[src/rtl/pcfg_pkg.sv]
package pcfg_pkg;

  typedef enum logic [1:0] {
    OP_START  = 2'd0,
    OP_SHUT   = 2'd1,
    OP_RESUME = 2'd2
  } pcfg_op_e;

  localparam logic [7:0]  SEL_PREFIX   = 8'h74;
  localparam logic [7:0]  VAL_PREFIX   = 8'h76;
  localparam logic [7:0]  REG_SLEEP    = 8'h11;
  localparam logic [7:0]  REG_OUTMODE  = 8'h01;
  localparam logic [15:0] MODE_BASE    = 16'h2AEF;
  localparam logic [15:0] SLEEP_ON     = 16'h0001;
  localparam logic [15:0] SLEEP_OFF    = 16'h0000;

endpackage

[src/rtl/pcfg_clkdiv.sv]
module pcfg_clkdiv #(
  parameter int HALF_DIV = 4
) (
  input  logic clk,
  input  logic rst,
  input  logic en,
  output logic tick
);

  generate
    if (HALF_DIV <= 1) begin : g_full
      assign tick = en;
    end else begin : g_div
      localparam int CW = $clog2(HALF_DIV);
      localparam logic [CW-1:0] TOP = CW'(HALF_DIV - 1);
      logic [CW-1:0] cnt;

      always_ff @(posedge clk) begin
        if (rst || !en) begin
          cnt <= '0;
        end else if (cnt == TOP) begin
          cnt <= '0;
        end else begin
          cnt <= cnt + 1'b1;
        end
      end

      assign tick = en && (cnt == TOP);
    end
  endgenerate

endmodule

[src/rtl/pcfg_frame_tx.sv]
module pcfg_frame_tx #(
  parameter int HALF_DIV   = 4,
  parameter int FRAME_BITS = 24
) (
  input  logic                  clk,
  input  logic                  rst,
  input  logic                  go,
  input  logic [FRAME_BITS-1:0] data,
  output logic                  sclk,
  output logic                  mosi,
  output logic                  cs_n,
  output logic                  busy,
  output logic                  done
);

  localparam int PH_N = 2 * FRAME_BITS;
  localparam int PH_W = $clog2(PH_N);
  localparam logic [PH_W-1:0] PH_LAST = PH_W'(PH_N - 1);

  typedef enum logic [1:0] {F_IDLE, F_ACT, F_TAIL, F_GAP} fst_e;

  fst_e                  st;
  logic [FRAME_BITS-1:0] sh;
  logic [PH_W-1:0]       ph;
  logic                  tick;

  pcfg_clkdiv #(.HALF_DIV(HALF_DIV)) u_div (
    .clk  (clk),
    .rst  (rst),
    .en   (st != F_IDLE),
    .tick (tick)
  );

  always_ff @(posedge clk) begin
    if (rst) begin
      st   <= F_IDLE;
      sh   <= '0;
      ph   <= '0;
      sclk <= 1'b0;
      mosi <= 1'b0;
      cs_n <= 1'b1;
      done <= 1'b0;
    end else begin
      done <= 1'b0;
      unique case (st)
        F_IDLE: begin
          if (go) begin
            cs_n <= 1'b0;
            mosi <= data[FRAME_BITS-1];
            sh   <= data << 1;
            ph   <= '0;
            st   <= F_ACT;
          end
        end
        F_ACT: begin
          if (tick) begin
            ph <= ph + 1'b1;
            if (!ph[0]) begin
              sclk <= 1'b1;
            end else begin
              sclk <= 1'b0;
              if (ph == PH_LAST) begin
                st <= F_TAIL;
              end else begin
                mosi <= sh[FRAME_BITS-1];
                sh   <= sh << 1;
              end
            end
          end
        end
        F_TAIL: begin
          if (tick) begin
            cs_n <= 1'b1;
            mosi <= 1'b0;
            st   <= F_GAP;
          end
        end
        F_GAP: begin
          if (tick) begin
            done <= 1'b1;
            st   <= F_IDLE;
          end
        end
        default: st <= F_IDLE;
      endcase
    end
  end

  assign busy = (st != F_IDLE);

  // clock only toggles inside a frame
  a_r4_sclk_in_frame: assert property (@(posedge clk) disable iff (rst)
    cs_n |-> !sclk);

  // data held while the clock is high
  a_r4_mosi_steady: assert property (@(posedge clk) disable iff (rst)
    sclk |-> $stable(mosi));

endmodule

[src/rtl/pcfg_reg_writer.sv]
module pcfg_reg_writer
  import pcfg_pkg::*;
#(
  parameter int HALF_DIV = 4
) (
  input  logic        clk,
  input  logic        rst,
  input  logic        go,
  input  logic [7:0]  reg_num,
  input  logic [15:0] value,
  output logic        sclk,
  output logic        mosi,
  output logic        cs_n,
  output logic        busy,
  output logic        done
);

  typedef enum logic [1:0] {W_IDLE, W_SEL, W_VAL} wst_e;

  wst_e        st;
  logic        f_go;
  logic [23:0] f_data;
  logic [15:0] val_q;
  logic        f_busy;
  logic        f_done;

  pcfg_frame_tx #(.HALF_DIV(HALF_DIV), .FRAME_BITS(24)) u_frame (
    .clk  (clk),
    .rst  (rst),
    .go   (f_go),
    .data (f_data),
    .sclk (sclk),
    .mosi (mosi),
    .cs_n (cs_n),
    .busy (f_busy),
    .done (f_done)
  );

  always_ff @(posedge clk) begin
    if (rst) begin
      st     <= W_IDLE;
      f_go   <= 1'b0;
      f_data <= '0;
      val_q  <= '0;
      done   <= 1'b0;
    end else begin
      f_go <= 1'b0;
      done <= 1'b0;
      unique case (st)
        W_IDLE: begin
          if (go) begin
            f_go   <= 1'b1;
            f_data <= {SEL_PREFIX, 8'h00, reg_num};
            val_q  <= value;
            st     <= W_SEL;
          end
        end
        W_SEL: begin
          if (f_done) begin
            f_go   <= 1'b1;
            f_data <= {VAL_PREFIX, val_q};
            st     <= W_VAL;
          end
        end
        W_VAL: begin
          if (f_done) begin
            done <= 1'b1;
            st   <= W_IDLE;
          end
        end
        default: st <= W_IDLE;
      endcase
    end
  end

  assign busy = (st != W_IDLE);

  // the frame engine is never active while the writer is idle
  a_r3_frame_owned: assert property (@(posedge clk) disable iff (rst)
    (st == W_IDLE) |-> !f_busy);

  // completion is a single-cycle pulse
  a_r9_wr_done_pulse: assert property (@(posedge clk) disable iff (rst)
    done |=> !done);

endmodule

[src/rtl/lcd_panel_cfg_seq.sv]
module lcd_panel_cfg_seq
  import pcfg_pkg::*;
#(
  parameter int          HALF_DIV = 4,
  parameter logic [15:0] OPT_MASK = 16'h3A00
) (
  input  logic        clk,
  input  logic        rst,
  input  logic        cmd_start,
  input  logic        cmd_shutdown,
  input  logic        cmd_resume,
  input  logic [15:0] mode_sel,
  output logic        busy,
  output logic        done,
  output logic        backlight_en,
  output logic        spi_sclk,
  output logic        spi_mosi,
  output logic        spi_cs_n
);

  localparam logic [15:0] MODE_FIXED = MODE_BASE & ~OPT_MASK;

  typedef enum logic [1:0] {S_IDLE, S_ISSUE, S_WAIT} sst_e;

  sst_e        st;
  pcfg_op_e    op_q;
  logic        step_q;
  logic [15:0] mode_q;
  logic [15:0] mode_now;
  logic        any_cmd;
  pcfg_op_e    op_pick;

  logic        wr_go;
  logic [7:0]  wr_reg;
  logic [15:0] wr_val;
  logic        wr_busy;
  logic        wr_done;
  logic [7:0]  cur_reg;
  logic [15:0] cur_val;
  logic        cur_last;

  always_comb begin
    mode_now = MODE_FIXED | (mode_sel & OPT_MASK);
    any_cmd  = cmd_start | cmd_shutdown | cmd_resume;
    if (cmd_shutdown)    op_pick = OP_SHUT;
    else if (cmd_resume) op_pick = OP_RESUME;
    else                 op_pick = OP_START;
  end

  always_comb begin
    cur_reg  = REG_SLEEP;
    cur_val  = SLEEP_OFF;
    cur_last = 1'b1;
    unique case (op_q)
      OP_START: begin
        cur_reg  = step_q ? REG_OUTMODE : REG_SLEEP;
        cur_val  = step_q ? mode_q      : SLEEP_OFF;
        cur_last = step_q;
      end
      OP_RESUME: begin
        cur_reg  = step_q ? REG_SLEEP : REG_OUTMODE;
        cur_val  = step_q ? SLEEP_OFF : mode_q;
        cur_last = step_q;
      end
      OP_SHUT: begin
        cur_reg  = REG_SLEEP;
        cur_val  = SLEEP_ON;
        cur_last = 1'b1;
      end
      default: ;
    endcase
  end

  always_ff @(posedge clk) begin
    if (rst) begin
      st           <= S_IDLE;
      op_q         <= OP_START;
      step_q       <= 1'b0;
      mode_q       <= '0;
      busy         <= 1'b0;
      done         <= 1'b0;
      backlight_en <= 1'b0;
      wr_go        <= 1'b0;
      wr_reg       <= '0;
      wr_val       <= '0;
    end else begin
      done  <= 1'b0;
      wr_go <= 1'b0;
      unique case (st)
        S_IDLE: begin
          if (any_cmd) begin
            op_q   <= op_pick;
            mode_q <= mode_now;
            step_q <= 1'b0;
            busy   <= 1'b1;
            if (op_pick == OP_SHUT) backlight_en <= 1'b0;
            st     <= S_ISSUE;
          end
        end
        S_ISSUE: begin
          wr_go  <= 1'b1;
          wr_reg <= cur_reg;
          wr_val <= cur_val;
          st     <= S_WAIT;
        end
        S_WAIT: begin
          if (wr_done) begin
            if (cur_last) begin
              busy <= 1'b0;
              done <= 1'b1;
              if (op_q != OP_SHUT) backlight_en <= 1'b1;
              st   <= S_IDLE;
            end else begin
              step_q <= 1'b1;
              st     <= S_ISSUE;
            end
          end
        end
        default: st <= S_IDLE;
      endcase
    end
  end

  pcfg_reg_writer #(.HALF_DIV(HALF_DIV)) u_writer (
    .clk     (clk),
    .rst     (rst),
    .go      (wr_go),
    .reg_num (wr_reg),
    .value   (wr_val),
    .sclk    (spi_sclk),
    .mosi    (spi_mosi),
    .cs_n    (spi_cs_n),
    .busy    (wr_busy),
    .done    (wr_done)
  );

  // no frame outside a sequence
  a_r9_frame_needs_busy: assert property (@(posedge clk) disable iff (rst)
    !spi_cs_n |-> busy);

  // done and busy never overlap
  a_r9_done_clears_busy: assert property (@(posedge clk) disable iff (rst)
    done |-> !busy);

  // backlight stays dark for the whole shutdown sequence
  a_r10_dark_in_shutdown: assert property (@(posedge clk) disable iff (rst)
    (busy && op_q == OP_SHUT) |-> !backlight_en);

  // the writer is quiet whenever the sequencer is idle
  a_r11_idle_quiet: assert property (@(posedge clk) disable iff (rst)
    (st == S_IDLE) |-> !wr_busy);

endmodule

[config.mk]
export PLATFORM = sky130hd
export DESIGN_NAME = lcd_panel_cfg_seq
export DESIGN_NICKNAME = d
export VERILOG_FILES = /design/src/rtl/pcfg_pkg.sv /design/src/rtl/pcfg_clkdiv.sv /design/src/rtl/pcfg_frame_tx.sv /design/src/rtl/pcfg_reg_writer.sv /design/src/rtl/lcd_panel_cfg_seq.sv
export SDC_FILE = /design/constraint.sdc
export NUM_CORES = 1
export LEC_CHECK = 0
export BUFFER_PORTS_ARGS = -buffer_cell sky130_fd_sc_hd__clkbuf_2
export CAP_MARGIN = 20
export CORE_MARGIN = 2
export CORE_UTILIZATION = 60
export CTS_BUF_LIST = sky130_fd_sc_hd__clkbuf_4
export CTS_CLUSTER_DIAMETER = 30
export CTS_CLUSTER_SIZE = 14
export DETAILED_ROUTE_END_ITERATION = 10
export PLACE_DENSITY = 0.8
export SLEW_MARGIN = 30
export SYNTH_ARGS = -nofsm -noshare
export SYNTH_HDL_FRONTEND = slang
export SYNTH_SLANG_ARGS = --single-unit
[constraint.sdc]
create_clock -name clk -period 5.6 [get_ports clk]
set_input_delay 0.56 -clock clk [delete_from_list [all_inputs] [get_ports clk]]
set_output_delay 0.56 -clock clk [all_outputs]
set_load 0.01 [all_outputs]
==> results by stage, run 1 <==
Detailed routing:
- The average detailed-routed wire length per instance is 14.13 µm.
- The post-detailed-route DRC marker count is 0.
- The detailed-route vias per instance is between 5 and 6.
- The sum of routed wire segments on met1 is roughly 2.8 mm.
- The routed length on met3 is 202 µm.
- The highest metal layer with signal wires is met4.
- The final layout contains routed wiring with a total length of 6.091 mm.
- Detailed routing placed a total of 3.006 mm of wire on met2.
- For this block, the via count after detailed routing is around 2400.
- The post-detailed-route count of antenna-violating nets is 0.
- The total iterations of the first detailed-routing run is 4.
- The DRC violation total after the first TritonRoute iteration is between 100 and 150.

Power and ir drop:
- The analysis attributes to cell leakage a power of about 1.3 nW.
- The analysis attributes to net switching a power of 0.3325 mW.
- The internal portion of the total power is 0.7938 mW.
- The part of the total power dissipated in the clock network is between 30% and 40%.
- The power per cell area is around 320 nW/µm².
- Of the total power, the share spent switching nets is ~30%.
- The logic gate share of total power is between 10% and 20%.
- The total power is roughly 1.1 mW.
- The worst-case IR drop observed on VDD is approximately 210 µV.
- The share of total power in sequential cells is 54.2%.

Floorplanning:
- During I/O placement, the number of pins put on the boundary was 27.
- The die extent in x is slightly below 80 µm.
- The full die area is ~6000 µm².
- The initialized floorplan defines 26 standard-cell rows.
- For this configuration, the core starts out at a cell density of 63.13%.
- The core region is about 5200 µm².
- The floorplan step set the die height to around 80 µm.

Timing:
- The final period utilization is 36.61%.
- The actual slew at the worst max-slew pin is 0.7678 ns.
- The smallest hold slack is between 0.3 and 0.4 ns.
- In the final timing run, aggregate negative setup slack is 0 ns.
- Setup violations remaining at the end of the flow were counted as 0.
- The upper clock frequency limit is 487.8 MHz.
- Setup repair after global routing left no endpoint under its margin.
- The final critical path time including I/O delays and setup is around 2 ns.
- The worst slew margin relative to its limit is roughly half.
- The number of slew-limit violations in the final report is 0.
- The post-route clock skew is 0.01580 ns.
- The final hold violation count is 0.

Cells and area:
- The largest registers in the layout are u_writer.u_frame.sh: 23 flops, u_writer.f_data: 9 flops.
- The repair_antennas step left the layout with diodes totalling 0.
- The register with the most flip-flops in the layout has 23 of them.
- The post-route netlist has between 10% and 20% of its cells at a drive strength greater than 1.
- The final core utilization is between 60% and 70%.
- The flip-flop and latch area is between 1500 and 2000 µm².
- The number of inserted filler cells in the final layout is approximately 420.
- The most flop-heavy register is u_writer.u_frame.sh.
- The post-layout instance area is roughly 3500 µm².
- The multi-input gate area in the final layout is 1555 µm².
- The relative area change from synthesis to final layout is 6.437%.
- The leading cell type in the layout, fill and taps excluded is sky130_fd_sc_hd__dfxtp_1.
- The number of nets at the end of the flow is between 300 and 400.
- The top cell types in the final layout, fill and taps aside, are 78 x sky130_fd_sc_hd__dfxtp_1, 38 x sky130_fd_sc_hd__nor2_1, 37 x sky130_fd_sc_hd__a21oi_1, 31 x sky130_fd_sc_hd__nand2_1, 23 x sky130_fd_sc_hd__nor3_1.

Placement:
- The number of input and output port buffers inserted is 14.
- The HPWL after detailed placement is ~3.8 mm.
- The routability congestion estimate from global placement is 0.7500.
- The total placed instance area is 3334 µm².

CTS:
- TritonCTS built the clock tree.
- The post-CTS resize count is 0.
- The post-CTS repair timing setup buffer count is 0.
- The clock insertion delay at the later pin of the skew report is between 0.4 and 0.5 ns.
- The H-tree generated during clock tree synthesis spans 3 levels.
- The hold-fix buffer count after cts is 0.
- After clock tree synthesis, the clock-pin slew on the worst setup and hold paths is between 0.1 and 0.15 ns.
- The longest clock path from root to sink contains 2 buffers.
- The library cell used as clock root buffer is sky130_fd_sc_hd__clkbuf_4.
- The number of CTS-inserted buffers is 9.
- The clock sink count is 78.

GRT:
- The sum of overflow across all layers after global routing is 0.
- Global routing consumed, over all layers together, between 20% and 30% of the routing resources.
- The first-pass GRT wire length is roughly 11 mm.
- Entering global routing, the biggest net connects between 60 and 70 pins.
- The number of antenna violations at the first check in global routing was 0.
- The via count of the first global-routing pass is roughly 2300.

Critical path:
- The required time at the endpoint of the critical path is 5.94 ns.
- The type of the worst setup path is reg -> reg.
- The worst setup path is launched from a flop.
- The data arrival time of the worst path is ~2.4 ns.
- The maximum fanout count along the critical path is 27.
- The worst setup path is captured at a flop.

Logic synthesis:
- Counting flops with an async set or reset pin after synthesis yields a share of 0%.
- Yosys printed 0 warnings.
- The count of cell types in the netlist is 50.
- Yosys mapped a number of flops with a built-in enable equal to 0.
- Of the post-synthesis cell area, the dominant cell type holds roughly 48%.
- The average cell area after synthesis is approximately 9.4 µm².
- The netlist area before placement is around 3300 µm².
- Of all cell types, the one taking the most synthesized area is sky130_fd_sc_hd__dfxtp_1.
- The most used flip-flop cell after synthesis is sky130_fd_sc_hd__dfxtp_1.
- Synthesis handed over a netlist of about 350 instances.
- The synthesis-stage register bit count is 78.
- The register area share after synthesis is between 40% and 50%.
- After synthesis, the cell types taking the most area are sky130_fd_sc_hd__dfxtp_1 48%, sky130_fd_sc_hd__a21oi_1 5.7%, sky130_fd_sc_hd__a211oi_2 5.4%, sky130_fd_sc_hd__nor2_1 4.4%, sky130_fd_sc_hd__mux2i_1 3.7%.
- The number of nets in the synthesized netlist is around 380.

Worst hold path:
- The kind of path behind the tightest hold check is in -> reg.

Outcome:
- The flow ran to the end, and the final reports show no timing, DRC or antenna violations.

Job:
- The tool flagged a number of max-cap violations equal to 0.
## synthesized netlist by cell type, drive strengths merged, types with 5 or more instances
master	number
mux2i	12
inv	10
a21oi	37
a22oi	12
buf	13
nor2	39
nor3	25
clkbuf	7
nand3	10
ha	8
nor2b	5
a211oi	17
nand2b	6
dfxtp	78
nand2	32
## worst max-delay path: stages (launching register included)
cell and delay, ns:
sky130_fd_sc_hd__dfxtp_1 0.38, sky130_fd_sc_hd__inv_1 0.11, sky130_fd_sc_hd__ha_1 0.15, sky130_fd_sc_hd__buf_4 0.32, sky130_fd_sc_hd__nand3b_4 0.19, sky130_fd_sc_hd__a211oi_2 0.23
sky130_fd_sc_hd__buf_4 0.27, sky130_fd_sc_hd__nor3_1 0.08, sky130_fd_sc_hd__a211oi_2 0.22
## routing by layer
metal  GRT usage (%)  vias up
met5               0        -
met4           8.929        0
met3           6.744        8
met2           36.38       37
met1           26.15     1141
li1                -     1249
## cell families after synthesis
| family | after synthesis | share of synthesized area (%) |
|---|---|---|
| compound gates | 80 | 18.28 |
| fa+ha+maj | 8 | 3.065 |
| flops | 78 | 47.82 |
| xor+xnor | 6 | 1.609 |
| buf+inv | 30 | 4.560 |
| mux | 12 | 3.678 |
| simple gates | 134 | 21.00 |
## worst paths after layout
path | startpoint | endpoint | slack (ns) | cells past startpoint
max | u_writer.u_frame.st[1] | u_writer.u_frame.sh[23] | 3.55 | 8
max reg2reg | u_writer.u_frame.st[1] | u_writer.u_frame.sh[23] | 3.55 | 8
min reg2reg | u_writer.u_frame.u_div.g_div.cnt[0] | u_writer.u_frame.u_div.g_div.cnt[0] | 0.45 | 1
min | mode_sel[13] | mode_q[13] | 0.35 | 3
## power groups by stage
stage                     clock network (mW)  logic [mW]  registers, mW
final                                  0.341       0.175          0.610
after global routing                   0.371       0.195          0.616
after CTS                              0.350       0.175          0.610
after detailed placement                   0       0.174          0.623
after global placement                     0       0.170          0.621
after floorplan                            0       0.147          0.617
## metrics by stage
step	setup slack, ns	std cells
final	3.550	431
after CTS	3.552	431
after global routing	3.381	431
after detailed placement	3.522	415
after floorplan	3.842	348
after global placement	3.541	415
## final cells by class
cell class	instances	area share (%)
clock inverters	7	2.124
clock buffers	9	1.944
multi-input cells	240	44.74
repair buffers	17	2.664
well taps	70	2.520
inverters	10	1.080
flip-flops and latches	78	44.92
No activity file was read; power rests on OpenSTA's default activity.
==> run 2, diff against run 1 <==
--- a/config.mk
+++ b/config.mk
@@ -5,6 +5,7 @@
 export SDC_FILE = /design/constraint.sdc
 export NUM_CORES = 1
 export LEC_CHECK = 0
+export ABC_AREA = 1
 export BUFFER_PORTS_ARGS = -buffer_cell sky130_fd_sc_hd__clkbuf_2
 export CAP_MARGIN = 20
 export CORE_MARGIN = 2
==> constraint.sdc (replaced) <==
create_clock -name clk -period 2.1 [get_ports clk]
set_input_delay 0.21 -clock clk [delete_from_list [all_inputs] [get_ports clk]]
set_output_delay 0.21 -clock clk [all_outputs]
set_load 0.01 [all_outputs]
==> results by stage, run 2 <==
Detailed routing:
- The sum of routed wire segments on met1 is 2.714 mm (was 2.792 mm).
- The detailed-route vias per instance is 5.090 (was 5.650).
- The count of vias placed by the detailed router is 2708 (was 2435).
- The routed length on met2 is 3.142 mm (was 3.006 mm).
- The total wire length after detailed routing was 6.085 mm (was 6.091 mm).
- The average detailed-routed wire length per instance is 11.44 µm (was 14.13 µm).
- The post-detailed-route DRC marker count came to 0 (unchanged).
- The highest metal layer with signal wires is met4 (unchanged).
- The total iterations of the first detailed-routing run was 7 (was 4).
- The routed length on met3 is 159 µm (was 202 µm).
- The DRC violation total after the first TritonRoute iteration was 137 (was 126).
- The post-detailed-route count of antenna-violating nets is 0 (unchanged).

Floorplanning:
- The starting density of the core is 63.26% (was 63.13%).
- The full die area came to 6060 µm² (was 6049 µm²).
- The die extent in x was 77.85 µm (was 77.78 µm).
- The I/O pin total came to 27 (unchanged).
- The die height was 77.85 µm (was 77.78 µm).
- The row count came to 26 (unchanged).
- The total core area is 5172 µm² (unchanged).

Cells and area:
- The relative area change from synthesis to final layout is 7.686% (was 6.437%).
- The leading cell type in the layout, fill and taps excluded is sky130_fd_sc_hd__nand2_1 (was sky130_fd_sc_hd__dfxtp_1).
- Biggest registers after layout: u_writer.u_frame.sh: 23 flops, u_writer.f_data: 9 flops (unchanged).
- Commonest cells after routing, fill and taps aside: 93 x sky130_fd_sc_hd__nand2_1, 84 x sky130_fd_sc_hd__nor2_1, 78 x sky130_fd_sc_hd__dfxtp_1, 38 x sky130_fd_sc_hd__a21oi_1, 34 x sky130_fd_sc_hd__inv_1 (was 78 x sky130_fd_sc_hd__dfxtp_1, 38 x sky130_fd_sc_hd__nor2_1, 37 x sky130_fd_sc_hd__a21oi_1, 31 x sky130_fd_sc_hd__nand2_1, 23 x sky130_fd_sc_hd__nor3_1).
- The non-filler instance count after layout is 532 (was 431).
- The proportion of layout cells with a drive suffix above 1 is 10.61% (was 16.07%).
- The number of flip-flops under the largest register name is 23 (unchanged).
- The number of nets at the end of the flow is 487 (was 385).
- The most flop-heavy register was u_writer.u_frame.sh (unchanged).
- The number of antenna cells inserted is 0 (unchanged).

Logic synthesis:
- The netlist area before placement is 3272 µm² (was 3266 µm²).
- Most instantiated cells after synthesis: 93 x sky130_fd_sc_hd__nand2_1, 84 x sky130_fd_sc_hd__nor2_1, 78 x sky130_fd_sc_hd__dfxtp_1 (was 78 x sky130_fd_sc_hd__dfxtp_1, 38 x sky130_fd_sc_hd__nor2_1, 37 x sky130_fd_sc_hd__a21oi_1).
- The largest family of logic cells by synthesized area is simple AND/OR/NAND/NOR gates (unchanged).
- The fraction of registers with async set or reset after synthesis is 0% (unchanged).
- The synthesis warning total is 0 (unchanged).
- The average cell area after synthesis is 7.419 µm² (was 9.384 µm²).
- The xor-xnor portion of the synthesized cell area is 0% (was 1.609%).
- The share of synthesized cell area in full adder, half adder and majority cells is 3.059% (was 3.065%).
- The library cell with the largest summed area after synthesis is sky130_fd_sc_hd__dfxtp_1 (unchanged).
- The post-synthesis instance total is 441 (was 348).
- The register area share after synthesis is 47.72% (was 47.82%).
- The post-synthesis compound-gate area fraction came to 11.59% (was 18.28%).
- The net count of the mapped netlist was 470 (was 377).
- The share of Yosys cell area claimed by the top area cell type is 47.72% (was 47.82%).
- Largest cells by area after synthesis: sky130_fd_sc_hd__dfxtp_1 48%, sky130_fd_sc_hd__nand2_1 11%, sky130_fd_sc_hd__nor2_1 9.6%, sky130_fd_sc_hd__a21oi_1 5.8%, sky130_fd_sc_hd__nand3_1 4.7% (was sky130_fd_sc_hd__dfxtp_1 48%, sky130_fd_sc_hd__a21oi_1 5.7%, sky130_fd_sc_hd__a211oi_2 5.4%, sky130_fd_sc_hd__nor2_1 4.4%, sky130_fd_sc_hd__mux2i_1 3.7%).
- The most used flip-flop cell after synthesis is sky130_fd_sc_hd__dfxtp_1 (unchanged).
- The number of enable-type register cells in the synthesized netlist came to 0 (unchanged).
- The multiplexer area fraction after synthesis is 1.836% (was 3.678%).
- The synthesis-stage register bit count is 78 (unchanged).
- The post-synthesis share of cell area spent on and, or, nand and nor gates was 29.14% (was 21.00%).
- The most numerous cell in the Yosys netlist is sky130_fd_sc_hd__nand2_1 (was sky130_fd_sc_hd__dfxtp_1).
- The count of cell types in the netlist is 32 (was 50).

Power and ir drop:
- The total power is 3.412 mW (was 1.126 mW).
- The standby leakage power is 1.475 nW (was 1.270 nW).
- The power per cell area is 968.3 nW/µm² (was 324.0 nW/µm²).
- The peak supply drop is 593.3 µV (was 205.0 µV).

Timing:
- The final hold violation count is 0 (unchanged).
- The actual slew at the worst max-slew pin was 0.4493 ns (was 0.7678 ns).
- The final count of negative-setup-slack endpoints came to 0 (unchanged).
- The summed negative setup slack over all endpoints was 0 ns (unchanged).
- The final critical path time including I/O delays and setup was 1.870 ns (was 2.050 ns).
- Setup repair after global routing missed its margin: false (unchanged).
- The worst slew margin relative to its limit came to 69.93% (was 48.81%).
- The final period utilization is 89.07% (was 36.61%).
- The post-route clock skew is 0.01107 ns (was 0.01580 ns).
- The upper clock frequency limit came to 534.6 MHz (was 487.8 MHz).
- The number of slew-limit violations in the final report is 0 (unchanged).

Critical path:
- The terminus of the critical flop-to-flop path is u_writer.u_frame.st[0] (was u_writer.u_frame.sh[23]).
- The required time at the endpoint of the critical path was 2.45 ns (was 5.94 ns).
- The category of the worst setup path launch point is a flop (unchanged).
- The critical register-to-register path startpoint is u_writer.u_frame.st[1] (unchanged).
- The count of cells along the worst register-to-register path is 8 (unchanged).
- The setup slack on the worst flop-to-flop path came to 0.23 ns (was 3.55 ns).
- The type of the worst setup path is reg -> reg (unchanged).
- The data arrival time of the worst path is 2.22 ns (was 2.39 ns).
- The maximum fanout count along the critical path is 9 (was 27).
- The endpoint type of the worst setup path is a flop (unchanged).

Placement:
- The number of cells in the design after placement is 517 (was 415).
- The routability congestion estimate from global placement is 0.8267 (was 0.7500).
- The number of input and output port buffers inserted came to 14 (unchanged).
- The HPWL after detailed placement is 4.263 mm (was 3.834 mm).

CTS:
- The clock tree from TritonCTS is built (unchanged).
- The post-CTS repair timing setup buffer count is 0 (unchanged).
- The maximum buffer depth of the clock tree is 2 (unchanged).
- The hold-fix buffer count after cts is 0 (unchanged).
- The post-CTS resize count is 0 (unchanged).
- The number of CTS-inserted buffers is 9 (unchanged).
- The library cell used as clock root buffer is sky130_fd_sc_hd__clkbuf_4 (unchanged).
- The clock insertion delay at the later pin of the skew report is 0.41 ns (was 0.43 ns).
- The H-tree depth is 3 (unchanged).
- The clock sink count is 78 (unchanged).
- The CTS clock-pin slew for the worst setup and hold paths was 0.12 ns (was 0.13 ns).

GRT:
- The maximum number of pins on one net before global-route repair was 39 (was 68).
- The first-pass GRT wire length is 10.88 mm (was 10.52 mm).
- The via count of the first global-routing pass is 2624 (was 2337).
- The global-route total usage across every layer came to 22.20% (was 21.86%).
- The number of antenna violations at the first check in global routing is 0 (unchanged).
- The sum of overflow across all layers after global routing was 0 (unchanged).

Worst hold path:
- The worst-case hold path end point is op_q[1] (was mode_q[13]).
- The critical hold path startpoint was cmd_resume (was mode_sel[13]).
- The worst hold path stage count is 3 (unchanged).
- The kind of path behind the tightest hold check is in -> reg (unchanged).

Job:
- The number of max-cap violations is 0 (unchanged).

Outcome:
- Status: completed (unchanged).
==> run 2: cell count changes in the layout (fill, tap and decap cells not counted), moves of 4 or more <==
cell / previous run / this run
sky130_fd_sc_hd__nand3_1: 10 / 31
sky130_fd_sc_hd__nor2b_1: 5 / 0
sky130_fd_sc_hd__nand2_1: 31 / 93
sky130_fd_sc_hd__xnor2_1: 4 / 0
sky130_fd_sc_hd__nand2_2: 0 / 6
sky130_fd_sc_hd__inv_1: 10 / 34
sky130_fd_sc_hd__nand2b_1: 6 / 0
sky130_fd_sc_hd__o21ai_1: 0 / 5
sky130_fd_sc_hd__nor2_1: 38 / 84
sky130_fd_sc_hd__nor3_1: 23 / 2
sky130_fd_sc_hd__o21ai_0: 3 / 21
sky130_fd_sc_hd__a22oi_1: 12 / 2
sky130_fd_sc_hd__a211oi_2: 14 / 0
sky130_fd_sc_hd__mux2i_1: 12 / 6
==> run 2: where the power goes <==
| part | switching, mW | total, mW | internal, mW |
|---|---|---|---|
| clock network | 0.479 | 0.842 | 0.363 |
| logic | 0.555 | 0.842 | 0.287 |
| registers | 0.0919 | 1.73 | 1.64 |
| total | 1.13 | 3.41 | 2.29 |
==> run 2: logic make-up (layout without fill, tap and decap cells) <==
group	after synthesis	count (layout)
adders and majority gates	8	8
AOI/OAI and AO/OA	72	72
muxes	6	6
and+or+nand+nor	226	226
buffers and inverters	51	72
DFF	78	78
==> run 2: area by class of cell <==
class / count / area [µm²]
inverter: 38 / 147.6
multi-input combinational: 312 / 1493
fill: 446 / 1649
tap: 70 / 87.58
sequential: 78 / 1562
timing repair buffer: 19 / 107.6
clock inverter: 5 / 51.30
clock buffer: 10 / 75.07
==> run 2: worst max path at each step <==
stage | from | endpoint | slack, ns
5_1_grt | u_writer.u_frame.st[0] | u_writer.u_frame.sh[7] | 0.02
3_5_place_dp | u_writer.u_frame.st[0] | u_writer.u_frame.sh[7] | 0.28
4_1_cts | u_writer.u_frame.st[0] | u_writer.u_frame.sh[4] | 0.24
3_3_place_gp | u_writer.u_frame.st[0] | u_writer.u_frame.sh[9] | 0.34
6_report | u_writer.u_frame.st[1] | u_writer.u_frame.st[0] | 0.23
2_1_floorplan | u_writer.u_frame.st[0] | u_writer.u_frame.sh[19] | 0.48
==> run 2: critical path: stages (launching register included) <==
cell,delay (ns)
sky130_fd_sc_hd__dfxtp_1,0.37
sky130_fd_sc_hd__inv_1,0.12
sky130_fd_sc_hd__ha_1,0.37
sky130_fd_sc_hd__inv_1,0.19
sky130_fd_sc_hd__nor2_1,0.41
sky130_fd_sc_hd__inv_1,0.12
sky130_fd_sc_hd__nand3_1,0.10
sky130_fd_sc_hd__nand2_1,0.05
sky130_fd_sc_hd__nor2_1,0.09
==> run 2: through the flow <==
stage	utilization (%)	cell area (µm²)	hold WS [ns]	setup WS, ns
after floorplan	-	3272	0.2936	0.4756
after global placement	65.67	3397	0.4044	0.3363
after detailed placement	65.67	3397	0.4123	0.2777
after CTS	68.12	3523	0.01263	0.2420
after global routing	68.12	3523	0.02448	0.01557
final	68.12	3523	0.03906	0.2296
==> run 2: routing by layer <==
metal / up-vias / track usage [%]
met5: - / 0
met2: 31 / 40.78
met1: 1215 / 23.84
li1: 1453 / -
met4: 0 / 7.679
met3: 9 / 6.860
